### src/rtl/slc96_pkg.sv
package slc96_pkg;
  localparam int unsigned STK_BYTES   = 5;
  localparam int unsigned STK_BYTE_W  = 8;
  localparam int unsigned STK_ADDR_W  = 3;
  localparam int unsigned SF_SLOTS    = 36;
  localparam int unsigned MODE_W      = 3;
  localparam int unsigned STATUS_ADDR = 5;
  // mode[1:0] pattern that selects stack operation
  localparam logic [1:0]  MODE_STACK  = 2'b10;
endpackage

### src/rtl/slc96_hold_regs.sv
module slc96_hold_regs #(
  parameter int unsigned N  = 5,
  parameter int unsigned W  = 8,
  parameter int unsigned AW = 3
) (
  input  logic           clk,
  input  logic           rst_n,
  input  logic           wr_en,
  input  logic [AW-1:0]  wr_addr,
  input  logic [W-1:0]   wr_data,
  input  logic [AW-1:0]  rd_addr,
  output logic [W-1:0]   rd_byte,
  output logic [N*W-1:0] hold_flat
);
  logic [W-1:0] byte_q [N];
  logic [W-1:0] byte_d [N];

  for (genvar i = 0; i < N; i++) begin : g_byte
    always_comb begin
      byte_d[i] = byte_q[i];
      if (wr_en && (wr_addr == AW'(i))) byte_d[i] = wr_data;
    end

    always_ff @(posedge clk or negedge rst_n) begin
      if (!rst_n) byte_q[i] <= '0;
      else        byte_q[i] <= byte_d[i];
    end

    // byte 0 sits at the top of the flat vector so serial order is MSB-first
    assign hold_flat[(N-1-i)*W +: W] = byte_q[i];
  end

  always_comb begin
    rd_byte = '0;
    for (int i = 0; i < N; i++) begin
      if (rd_addr == AW'(i)) rd_byte = byte_q[i];
    end
  end
endmodule

### src/rtl/slc96_shadow_ser.sv
module slc96_shadow_ser #(
  parameter int unsigned N     = 5,
  parameter int unsigned W     = 8,
  parameter int unsigned SLOTS = 36,
  localparam int unsigned TOTAL = N * W,
  localparam int unsigned PW    = $clog2(SLOTS + 1),
  localparam int unsigned IW    = $clog2(TOTAL)
) (
  input  logic             clk,
  input  logic             rst_n,
  input  logic             load,
  input  logic             stb,
  input  logic             active,
  input  logic [TOTAL-1:0] hold_flat,
  output logic             ser_bit,
  output logic [PW-1:0]    ptr
);
  logic [TOTAL-1:0] shadow_q, shadow_d;
  logic [PW-1:0]    ptr_q, ptr_d;
  logic             in_frame;
  logic [IW-1:0]    sel_idx;

  assign in_frame = (ptr_q < PW'(SLOTS));

  always_comb begin
    shadow_d = shadow_q;
    ptr_d    = ptr_q;
    if (load) begin
      shadow_d = hold_flat;
      ptr_d    = '0;
    end else if (stb && in_frame) begin
      ptr_d    = ptr_q + PW'(1);
    end
  end

  always_ff @(posedge clk or negedge rst_n) begin
    if (!rst_n) begin
      shadow_q <= '0;
      ptr_q    <= PW'(SLOTS);
    end else begin
      shadow_q <= shadow_d;
      ptr_q    <= ptr_d;
    end
  end

  assign sel_idx = IW'(TOTAL - 1) - IW'(ptr_q);
  assign ser_bit = active && in_frame && shadow_q[sel_idx];
  assign ptr     = ptr_q;
endmodule

### src/rtl/slc96_ready_flag.sv
module slc96_ready_flag (
  input  logic clk,
  input  logic rst_n,
  input  logic set,
  input  logic clr,
  output logic ready
);
  logic ready_q, ready_d;

  always_comb begin
    ready_d = ready_q;
    if (set)      ready_d = 1'b1;
    else if (clr) ready_d = 1'b0;
  end

  always_ff @(posedge clk or negedge rst_n) begin
    if (!rst_n) ready_q <= 1'b0;
    else        ready_q <= ready_d;
  end

  assign ready = ready_q;
endmodule

### src/rtl/slc96_txstack.sv
module slc96_txstack
  import slc96_pkg::*;
#(
  parameter int unsigned N      = STK_BYTES,
  parameter int unsigned W      = STK_BYTE_W,
  parameter int unsigned AW     = STK_ADDR_W,
  parameter int unsigned SLOTS  = SF_SLOTS,
  parameter int unsigned MW     = MODE_W,
  parameter int unsigned ST_ADR = STATUS_ADDR,
  localparam int unsigned PW    = $clog2(SLOTS + 1)
) (
  input  logic          clk,
  input  logic          rst_n,
  input  logic          wr_en,
  input  logic [AW-1:0] wr_addr,
  input  logic [W-1:0]  wr_data,
  input  logic          rd_en,
  input  logic [AW-1:0] rd_addr,
  output logic [W-1:0]  rd_data,
  input  logic          stack_en,
  input  logic [MW-1:0] mode,
  input  logic          sf_start,
  input  logic          slot_stb,
  output logic          ser_bit,
  output logic          stk_ready
);
  logic [N*W-1:0] hold_flat;
  logic [W-1:0]   rd_byte;
  logic           active;
  logic           status_sel;
  logic [PW-1:0]  slot_ptr;

  assign active     = stack_en && (mode[1:0] == MODE_STACK);
  assign status_sel = (rd_addr == AW'(ST_ADR));

  slc96_hold_regs #(.N(N), .W(W), .AW(AW)) u_hold (
    .clk       (clk),
    .rst_n     (rst_n),
    .wr_en     (wr_en),
    .wr_addr   (wr_addr),
    .wr_data   (wr_data),
    .rd_addr   (rd_addr),
    .rd_byte   (rd_byte),
    .hold_flat (hold_flat)
  );

  slc96_shadow_ser #(.N(N), .W(W), .SLOTS(SLOTS)) u_ser (
    .clk       (clk),
    .rst_n     (rst_n),
    .load      (sf_start),
    .stb       (slot_stb),
    .active    (active),
    .hold_flat (hold_flat),
    .ser_bit   (ser_bit),
    .ptr       (slot_ptr)
  );

  slc96_ready_flag u_rdy (
    .clk   (clk),
    .rst_n (rst_n),
    .set   (sf_start),
    .clr   (rd_en && status_sel),
    .ready (stk_ready)
  );

  always_comb begin
    if (rd_addr < AW'(N))  rd_data = rd_byte;
    else if (status_sel)   rd_data = {{(W-1){1'b0}}, stk_ready};
    else                   rd_data = '0;
  end
endmodule

### config.mk
export PLATFORM = sky130hd
export DESIGN_NAME = slc96_txstack
export DESIGN_NICKNAME = d
export VERILOG_FILES = /design/src/rtl/slc96_pkg.sv /design/src/rtl/slc96_hold_regs.sv /design/src/rtl/slc96_shadow_ser.sv /design/src/rtl/slc96_ready_flag.sv /design/src/rtl/slc96_txstack.sv
export SDC_FILE = /design/constraint.sdc
export NUM_CORES = 1
export LEC_CHECK = 0
export ABC_AREA = 1
export BUFFER_PORTS_ARGS = -buffer_cell sky130_fd_sc_hd__buf_2
export CORE_UTILIZATION = 40
export DETAILED_ROUTE_END_ITERATION = 7
export HOLD_SLACK_MARGIN = 0.06
export MAX_ROUTING_LAYER = met4
export PLACE_DENSITY = 0.66
export SLEW_MARGIN = 20
export SYNTH_ARGS = -nofsm -noshare
export SYNTH_HDL_FRONTEND = slang
export SYNTH_SLANG_ARGS = --single-unit
### constraint.sdc
create_clock -name clk -period 1.35 [get_ports clk]
set_input_delay 0.2025 -clock clk [delete_from_list [all_inputs] [get_ports clk]]
set_output_delay 0.2025 -clock clk [all_outputs]
set_load 0.02 [all_outputs]
==> impl_metrics.yaml <==
run_status:
  outcome: "finished, violations left"
  failed_checks: "negative setup slack"
synthesis:
  ys_seq_area_share_pct: 53.55
  synth-warning-count: 0
  syn-mean-instance-area_um2: 8.060
  synth_area_leaders: "dfrtp_1 (52%), nand2_1 (21%), o21ai_0 (6.0%)"
  synth-compound-area-share_pct: 11.37
  synthAdderAreaFrac_pct: 0.9222
  synth-simple-area-share_pct: 28.07
  ys_seq_elements: 87
  netlist_area_um2: 4070
  post-synth-top-area-fraction_pct: 52.26
  synth_cells: 505
  synth_cell_types: 33
  muxShareOfSynthArea_pct: 0
  synth-xor-area-share_pct: 0.2152
  synth_top_family_by_area: "simple AND/OR/NAND/NOR gates"
  synth_top_area_cell: "dfrtp_1"
  syn_nets: 532
die:
  die-area_um2: 10580
  fp.coreArea_um2: 9819
  die_y_um: 102.9
  rows: 36
  pin_count: 34
  start_util_pct: 41.45
  die-width_um: 102.9
worst_hold_path:
  whs_path_depth: 3
  worstHoldPathType: "in -> reg"
grt:
  antenna_found_initial: 0
  gr-total-overflow: 0
  grt_max_degree: 43
  grt_pass1_vias: 3643
  grt.total_usage_pct: 23.93
  grt_pass1_wl_um: 18220
placed_design:
  place_ws_ps: -330.3
  placed_area_um2: 4716
  gp_congestion: 0.9202
  dp_hpwl_um: 7759
  numPortBuffers: 32
worst_setup_path:
  cp.required_ps: 1150
  crit_type: "reg -> out"
  crit_fanout: 10
  arrival_ps: 1800
  setup.worst_path.end: "ser_bit"
  cp-start-kind: "flip-flop"
  r2r_slack_ps: -100
  setup.worst_path.end_class: "output pin"
  r2r-end: "u_ser.ptr[3]"
  r2r_cells: 7
  rr_startpoint: "u_ser.ptr[2]"
  startpoint: "u_ser.ptr[0]"
sta:
  skew_ps: 11.61
  drv_slew: 0
  finalCritPeriodShare_pct: 148.3
  hold_viol: 0
  setup-violations-final: 11
  fmax_mhz: 499.4
  grt_setup_unrepaired: "yes"
  worst_slack_ps: -652.3
  holdWs_ps: 108.3
  finalCriticalPeriod_ps: 2002
  max-slew-margin-rel_pct: 76.81
  setup_tns_ps: -1879
  worst_pin_slew_ps: 347.9
route:
  routed_wl_um: 11140
  drt_iter0_markers: 258
  vias: 3717
  postRouteAntennaNets: 0
  via_per_inst: 5.064
  wire_per_inst_um: 15.18
  drc: 0
  drt_pass1_iterations: 5
layout:
  fin_util_pct: 54.27
  mostFrequentLayoutCell: "nand2_1"
  design_area_um2: 5329
  drive_gt1_share_pct: 26.79
  antenna_cells: 0
  nNetsFinal: 623
  syn2layout_area_growth_pct: 30.93
  mostFrequentLayoutCells: "nand2_1 (222), dfrtp_1 (85), buf_4 (61)"
power_and_ir_drop:
  p_per_area_nw_per_um2: 1268
  p_leak_nw: 2.687
  ir_worst_vdd_uv: 889.5
clock_network:
  htree_levels: 3
  numCtsBuffers: 9
  cts_root_buffer: "clkbuf_8"
  cts_buffer_depth: 2
  path_clk_slew_ps: 90
  cts_tree: "done"
  insertion_delay_ps: 360
  numClockSinks: 87
job:
  maxCapViolations: 0
[routing by layer]
metal	global-route usage, %	vias to the layer above	wire [um]
met5	-	-	0
met4	12.24	0	308
met3	3.525	24	517
met2	35.74	111	5054
met1	31.82	1767	5263
li1	-	1815	-
[cell type report]
cell class | count | area, um^2
Fill cell | 959 | 4491
Multi-Input combinational cell | 364 | 1800
Clock inverter | 4 | 53.80
Clock buffer | 12 | 155.1
Tap cell | 133 | 166.4
Timing Repair Buffer | 100 | 814.5
Sequential cell | 87 | 2180
Inverter | 34 | 158.9
[power breakdown]
group / switching (mW) / internal, mW / total (mW)
clock: 0.924 / 0.961 / 1.88
sequential: 0.366 / 3.05 / 3.42
combinational: 0.790 / 0.662 / 1.45
total: 2.08 / 4.68 / 6.75
[cells by family after synthesis]
family / after synthesis
buffers and inverters: 54
and+or+nand+nor: 281
DFF: 87
adders and majority gates: 3
xor gates and xnor gates: 1
AOI/OAI and AO/OA: 79
[worst min-delay path by stage]
stage | start | to | slack (ps)
2_1_floorplan | rst_n | u_hold.hold_flat[0] | -90
3_3_place_gp | rst_n | u_ser.shadow_q[9] | 130
3_5_place_dp | rst_n | u_ser.shadow_q[9] | 130
4_1_cts | rd_en | u_rdy.ready | 90
5_1_grt | rd_en | u_rdy.ready | 100
6_report | rd_en | u_rdy.ready | 110
[cells in the mapped netlist]
cell / n
nand2_1: 225
dfrtp_1: 85
o21ai_0: 49
nand3_1: 33
inv_1: 27
clkbuf_1: 13
a21oi_1: 11
nor2_1: 9
a32oi_1: 6
inv_2: 6
nor2_2: 5
a41oi_1: 4
buf_4: 4
ha_1: 3
nor3_1: 3
buf_6: 2
dfstp_2: 2
nand4_1: 2
o21ai_1: 2
a211oi_1: 1
a21bo_2: 1
a21oi_4: 1
a221oi_1: 1
a31oi_1: 1
buf_2: 1
inv_6: 1
nand2_2: 1
nand3_2: 1
nand3_4: 1
nor4_1: 1
o211ai_1: 1
o221ai_1: 1
xnor2_1: 1
[critical path, cell delays in order, from the launching register on]
cell	delay [ps]
dfrtp_1	380
buf_12	160
buf_4	120
nand2_1	50
nand3_1	90
nand2_1	60
nand2_1	50
nand3_1	80
nand3_2	80
nand3_2	100
a21oi_4	140
buf_6	130
[registers in the layout, indices dropped and copies added (netlist names)]
signal	cells
u_rdy.ready	1
u_hold.hold_flat	40
u_ser.shadow_q	40
u_ser.ptr	6
[through the flow]
stage	cells	power, mW
after CTS	731	6.693
after detailed placement	694	4.616
after global routing	734	7.139
after floorplan	505	4.063
after global placement	694	4.582
final	734	6.755
[timing repair]
action,4_1_cts,5_1_grt
pin swaps,20,15
resized for setup,33,22
buffers inserted,20,5
hold endpoints to repair,60,0
endpoints found under the setup margin,12,14
hold buffers,1,0
No activity file was read; power rests on OpenSTA's default activity.
